===== src/rtl/mbs_pkg.sv =====
package mbs_pkg;

  typedef enum logic [3:0] {
    S_IDLE,
    S_ADDR,
    S_ALAT,
    S_DATA,
    S_POST,
    S_RECOV,
    S_IDLST,
    S_HOLD,
    S_HREL
  } busState_t;

  typedef struct packed {
    logic loadReq;
    logic driveAddr;
    logic driveData;
    logic capture;
  } dpCtl_t;

endpackage


===== src/rtl/mbs_ctrl.sv =====
module mbs_ctrl
  import mbs_pkg::*;
#(
  parameter int WAIT_W = 2
) (
  input  logic              clk,
  input  logic              rstN,
  input  logic              reqValid,
  input  logic              reqWrite,
  input  logic [WAIT_W-1:0] waitCfg,
  input  logic              idleEn,
  input  logic              waitIn,
  input  logic              holdReq,
  output dpCtl_t            ctl,
  output logic              astbN,
  output logic              dstbN,
  output logic              strbOe,
  output logic              holdAck,
  output logic              done
);
  // phase counter must hold 2*(1+max wait)-1
  localparam int CNT_W = WAIT_W + 2;

  busState_t         state, stateNx;
  logic [CNT_W-1:0]  cnt, cntNx;
  logic [WAIT_W-1:0] waitQ;
  logic              wrQ, idleQ;
  logic              capture;

  // decision taken whenever a transfer may start or the bus may be yielded
  function automatic busState_t atBoundary(input logic hold, input logic req);
    if (hold) return S_HOLD;
    if (req) return S_ADDR;
    return S_IDLE;
  endfunction

  always_comb begin
    stateNx = state;
    cntNx   = cnt;
    capture = 1'b0;
    case (state)
      S_IDLE:  stateNx = atBoundary(holdReq, reqValid);
      S_ADDR:  stateNx = S_ALAT;
      S_ALAT: begin
        stateNx = S_DATA;
        cntNx   = {1'b0, waitQ, 1'b1};
      end
      S_DATA: begin
        if (cnt == '0) begin
          if ((waitQ != '0) && waitIn) begin
            cntNx = CNT_W'(1);
          end else begin
            stateNx = S_POST;
            capture = 1'b1;
          end
        end else begin
          cntNx = cnt - 1'b1;
        end
      end
      S_POST:  stateNx = S_RECOV;
      S_RECOV: begin
        if (!wrQ && idleQ) begin
          stateNx = S_IDLST;
          cntNx   = CNT_W'(1);
        end else begin
          stateNx = atBoundary(holdReq, reqValid);
        end
      end
      S_IDLST: begin
        if (cnt == '0) stateNx = atBoundary(holdReq, reqValid);
        else cntNx = cnt - 1'b1;
      end
      S_HOLD:  if (!holdReq) stateNx = S_HREL;
      S_HREL:  stateNx = S_IDLE;
      default: stateNx = S_IDLE;
    endcase
  end

  always_ff @(posedge clk or negedge rstN) begin
    if (!rstN) begin
      state <= S_IDLE;
      cnt   <= '0;
      waitQ <= '0;
      wrQ   <= 1'b0;
      idleQ <= 1'b0;
    end else begin
      state <= stateNx;
      cnt   <= cntNx;
      if (stateNx == S_ADDR) begin
        waitQ <= waitCfg;
        wrQ   <= reqWrite;
        idleQ <= idleEn;
      end
    end
  end

  always_comb begin
    ctl.loadReq   = (stateNx == S_ADDR);
    ctl.driveAddr = (state == S_ADDR) || (state == S_ALAT);
    ctl.driveData = wrQ && ((state == S_DATA) || (state == S_POST) || (state == S_RECOV));
    ctl.capture   = capture;
  end

  assign astbN   = !((state == S_ALAT) || (state == S_DATA) || (state == S_POST));
  assign dstbN   = (state != S_DATA);
  assign holdAck = (state == S_HOLD) || (state == S_HREL);
  assign strbOe  = !holdAck;
  assign done    = (state == S_POST);

endmodule


===== src/rtl/mbs_datapath.sv =====
module mbs_datapath
  import mbs_pkg::*;
#(
  parameter int BUS_W = 16
) (
  input  logic             clk,
  input  logic             rstN,
  input  dpCtl_t           ctl,
  input  logic [BUS_W-1:0] reqAddr,
  input  logic [BUS_W-1:0] reqWdata,
  input  logic             reqByte,
  input  logic [BUS_W-1:0] busIn,
  output logic [BUS_W-1:0] busOut,
  output logic             busOe,
  output logic [BUS_W-1:0] rdData
);
  localparam int LANES = BUS_W / 8;
  localparam int PAD_W = BUS_W - 8;

  logic [BUS_W-1:0] addrQ, wdataQ, laneRep, wrFmt, rdFmt, rdQ;
  logic             byteQ;

  for (genvar g = 0; g < LANES; g++) begin : g_lane
    assign laneRep[g*8 +: 8] = wdataQ[7:0];
  end

  if (PAD_W > 0) begin : g_pad
    assign rdFmt = byteQ ? {{PAD_W{1'b0}}, busIn[7:0]} : busIn;
  end else begin : g_nopad
    assign rdFmt = busIn;
  end

  assign wrFmt = byteQ ? laneRep : wdataQ;

  always_ff @(posedge clk or negedge rstN) begin
    if (!rstN) begin
      addrQ  <= '0;
      wdataQ <= '0;
      byteQ  <= 1'b0;
      rdQ    <= '0;
    end else begin
      if (ctl.loadReq) begin
        addrQ  <= reqAddr;
        wdataQ <= reqWdata;
        byteQ  <= reqByte;
      end
      if (ctl.capture) rdQ <= rdFmt;
    end
  end

  always_comb begin
    if (ctl.driveAddr) busOut = addrQ;
    else if (ctl.driveData) busOut = wrFmt;
    else busOut = '0;
  end

  assign busOe  = ctl.driveAddr || ctl.driveData;
  assign rdData = rdQ;

endmodule


===== src/rtl/mux_bus_sequencer.sv =====
module mux_bus_sequencer
  import mbs_pkg::*;
#(
  parameter int BUS_W  = 16,
  parameter int WAIT_W = 2
) (
  input  logic              clk,
  input  logic              rstN,
  input  logic              reqValid,
  input  logic              reqWrite,
  input  logic              reqByte,
  input  logic [BUS_W-1:0]  reqAddr,
  input  logic [BUS_W-1:0]  reqWdata,
  input  logic [WAIT_W-1:0] waitCfg,
  input  logic              idleEn,
  input  logic              waitIn,
  input  logic              holdReq,
  output logic              astbN,
  output logic              dstbN,
  output logic              strbOe,
  output logic [BUS_W-1:0]  busOut,
  output logic              busOe,
  input  logic [BUS_W-1:0]  busIn,
  output logic              holdAck,
  output logic [BUS_W-1:0]  rdData,
  output logic              done
);
  dpCtl_t ctl;

  mbs_ctrl #(.WAIT_W(WAIT_W)) u_ctrl (
    .clk(clk), .rstN(rstN), .reqValid(reqValid), .reqWrite(reqWrite),
    .waitCfg(waitCfg), .idleEn(idleEn), .waitIn(waitIn), .holdReq(holdReq),
    .ctl(ctl), .astbN(astbN), .dstbN(dstbN), .strbOe(strbOe),
    .holdAck(holdAck), .done(done)
  );

  mbs_datapath #(.BUS_W(BUS_W)) u_dp (
    .clk(clk), .rstN(rstN), .ctl(ctl), .reqAddr(reqAddr), .reqWdata(reqWdata),
    .reqByte(reqByte), .busIn(busIn), .busOut(busOut), .busOe(busOe),
    .rdData(rdData)
  );

endmodule


===== config.mk =====
export PLATFORM = sky130hd
export DESIGN_NAME = mux_bus_sequencer
export DESIGN_NICKNAME = d
export VERILOG_FILES = /design/src/rtl/mbs_pkg.sv /design/src/rtl/mbs_ctrl.sv /design/src/rtl/mbs_datapath.sv /design/src/rtl/mux_bus_sequencer.sv
export SDC_FILE = /design/constraint.sdc
export NUM_CORES = 1
export LEC_CHECK = 0
export ABC_AREA = 1
export BUFFER_PORTS_ARGS = -buffer_cell sky130_fd_sc_hd__buf_2
export CORE_MARGIN = 3
export CORE_UTILIZATION = 55
export DETAILED_ROUTE_END_ITERATION = 8
export PLACE_DENSITY_LB_ADDON = 0.08
export RECOVER_POWER = 100
export SLEW_MARGIN = 20
export SYNTH_ARGS = -nofsm -noshare
export SYNTH_HDL_FRONTEND = slang
export SYNTH_HIERARCHICAL = 1
export SYNTH_SLANG_ARGS = --single-unit

===== constraint.sdc =====
create_clock -name clk -period 6 [get_ports clk]
set_input_delay 0.3 -clock clk [delete_from_list [all_inputs] [get_ports clk]]
set_output_delay 0.3 -clock clk [all_outputs]
set_load 0.01 [all_outputs]

==> reports/summary.txt <==
hold bufs inserted after CTS: 0
cts bufs inserted: 9
DRC viols: 0
layout cell share with drive strength beyond 1: 18.5%
# clock sinks: 61
worst-path cell with the longest stage delay: nor2_1
Post-CTS Setup Bufs: 0
register area share after synthesis: 48.1%
area grow syn2layout: 17.0%
antenna-violating nets left: 0
DPL Wire Length: 4.99 mm
number of global-route vias before repair: 2463
Synth Area in XOR/XNOR: 0.552%
Core Footprint: 5540 sq um
Crit. End Element: register
# fillers: 543
worst slew pin tran: 3.14 ns
I/O pin count: 96
Starting Density: 57.2%
FF+latch area: 1530 sq um
syn_nets: 461
via count: 2775
clk_lat worst skew: 0.34 ns
worst vdd ir: 476 uV
CTS tree: done
LEAKAGE: 0.00193 uW
Post-Synthesis Cells: 401
DP Area: 3630 sq um
Clock Skew: 0.00804 ns
CP top delay family: simple AND/OR/NAND/NOR gates
Yosys warning total: 6
Total Routing Usage GR: 22.6%
DRT Pass-1 Iters: 4
Cell Area, Synth: 3170 sq um
Port Buffers: 95
gr ovfl total: 0
Worst Path Buf+Inv: 1
pwr dens: 588 nW/um^2
row cnt: 27
first-pass GRT wire length: 11.4 mm
post-synthesis mux area share: 0%
die height: 81.9 microns
Fmax achieved: 267 MHz
Main synth FF type: dfrtp_1
post-CTS sizing: 0
number of synthesized flops with an enable pin: 0
count of final max-slew check failures: 96
largest net degree at the start of global routing: 67
synthesized area per cell: 7.91 sq um
routability cong.: 0.942
die area: 6710 sq um
clock transition at the registers of the reported paths: 0.06 ns
RSZ-0062 raised after global routing: false
kind of critical path: register to register
initial antenna violation count: 0
final number of setup-violating endpoints: 0
CP Data Required Time: 6.14 ns
setup_tns: 0 ns
CP Launch Type: register
endpoints failing hold: 0
largest family of logic cells by synthesized area: simple AND/OR/NAND/NOR gates
part of the cycle the worst path needs: 62.4%
Worst Path Max Fanout: 34
Nets: 554
failing checks: max-capacitance violations, max-slew violations
max incr delay on CP: 1.46 ns
H-tree Lvls: 3
number of max-cap violations: 2
Hold Path Class: input pin to register
CP arrival: 3.88 ns
n_diodes: 0
DR iter-0 viols: 210
Unique masters post-synth: 34
per-cell routed wire length: 12.4 microns
post-synthesis compound-gate area fraction: 12.4%
ys async rst share: 100%
CTS max path bufs: 2
Root Buffer: clkbuf_8
Crit path top cell by count: nand2_1
Routed WL: 7.08 mm
Max-slew headroom: -110%
status: finished with violations
post-synthesis adder-cell area fraction: 0.789%
Layout Cell Area excl Fill: 3710 sq um
Die Wd: 81.9 microns
final critical-path required period: 3.74 ns
routed vias/inst: 4.88
Multi-input gate area: 1190 sq um
count of state elements after synthesis: 61
critical path, cell by cell: inv_1 -> ha_1 -> nand2_1 -> nor2_1 -> nand2_1 -> nand2_1 -> nand3_1 -> nor2_1 -> nand2_1 -> nor2_1 -> o21ai_0
Post-Synth Simple-Gate Area: 25.7%
-- sequential cells by signal (all words and copies together), names as in the netlist --
register	flops
u_ctrl/wrQ	1
u_dp/wdataQ	16
u_ctrl/idleQ	1
u_dp/addrQ	16
u_ctrl/state	4
u_dp/rdData	16
u_ctrl/waitQ	2
u_ctrl/cnt	4
u_dp/byteQ	1
-- worst min-delay path, stage by stage --
cell and delay (ns):
buf_2 0.07, nand2_1 0.04, o21ai_0 0.05
-- routing by layer --
layer  track usage, %  wire (microns)  part of all wire [%]
met1             31.5            3300                    47
met2             32.1            3110                    44
met3             6.80             535                   7.6
met4             10.6             134                   1.9
met5                0               0                     0
-- cells by family after synthesis --
kind of cell	count (synthesis)
DFF	61
and+or+nand+nor	173
adders and majority gates	2
AOI/OAI and AO/OA	75
buffers and inverters	88
xor gates and xnor gates	2
-- where the power goes --
part           internal [uW]  leakage, uW  switching, uW
logic                    380      0.00110            745
clock network            166    0.0000881            153
registers                629     0.000747            110
total                   1180      0.00193           1010
-- placed cells by master, fill, tap and decap left out --
cell,synthesis,routed
nand2_4,2,1
nand3_2,3,3
clkinv_2,0,2
inv_2,6,4
nand3_1,23,23
ha_1,2,2
nor3_1,2,4
o21bai_1,4,4
nand3b_1,1,1
o22ai_1,2,2
nor2_2,3,2
inv_1,67,69
xnor2_1,1,1
nor2_4,4,2
a31oi_1,2,2
buf_16,0,1
or2_2,1,1
nor2_1,12,16
clkbuf_8,0,11
a21oi_1,2,2
nand2_1,110,113
buf_2,2,62
nand4_1,4,4
o21ai_1,2,1
xor2_1,1,1
o31ai_1,1,1
o21ai_0,62,63
dfrtp_1,61,61
nand2_2,5,3
clkbuf_1,2,35
-- cell type report --
| type | instances | area share, % |
|---|---|---|
| Multi-Input combinational cell | 252 | 32.0 |
| Sequential cell | 61 | 41.1 |
| Clock inverter | 2 | 0.270 |
| Timing Repair Buffer | 97 | 12.5 |
| Inverter | 73 | 7.39 |
| Clock buffer | 12 | 4.18 |
| Tap cell | 72 | 2.43 |
-- stage by stage --
step                total power (uW)  cells  worst slack, ns  hold slack (ns)  utilization [%]
floorplan                       1630    401             4.06          0.00441                -
global placement                1880    554             3.35            0.454             65.6
detailed placement              1910    554             3.26            0.476             65.6
CTS                             2240    568             3.24            0.142             68.5
global route                    2420    569             1.88            0.151             67.0
finish                          2180    569             2.26            0.162             67.0
-- worst paths after layout --
path | startpoint | to | slack [ns] | depth (start not counted)
worst min-delay path | reqAddr[10] | u_dp/addrQ[10] | 0.16 | 3
max in group asynchronous | rstN | u_dp/rdData[1] | 3.12 | 2
worst min register to register | u_ctrl/cnt[0] | u_ctrl/cnt[0] | 0.49 | 2
worst max register to register | u_ctrl/cnt[0] | u_dp/addrQ[5] | 2.26 | 11
min in group asynchronous | rstN | u_ctrl/state[3] | 1.08 | 2
worst max-delay path | u_ctrl/cnt[0] | u_dp/addrQ[5] | 2.26 | 11
-- synthesized netlist by cell type, types with 2 or more instances --
master | count | area [sq um]
ha_1 | 2 | 25.0
nor3_1 | 2 | 10.0
nand2_4 | 2 | 22.5
nand2_1 | 110 | 413
buf_6 | 4 | 45.0
inv_2 | 6 | 22.5
a21oi_1 | 2 | 10.0
o21ai_0 | 62 | 310
a31oi_1 | 2 | 12.5
clkbuf_1 | 2 | 7.51
nor2_1 | 12 | 45.0
o21ai_1 | 2 | 10.0
dfrtp_1 | 61 | 1530
nand2_2 | 5 | 31.3
nand3_1 | 23 | 115
inv_1 | 67 | 251
buf_4 | 5 | 37.5
o22ai_1 | 2 | 12.5
nor2_2 | 3 | 18.8
o21bai_1 | 4 | 30.0
nor2_4 | 4 | 45.0
nand4_1 | 4 | 25.0
nand3_2 | 3 | 30.0
buf_2 | 2 | 10.0
Power figures use the tool's default switching activity.
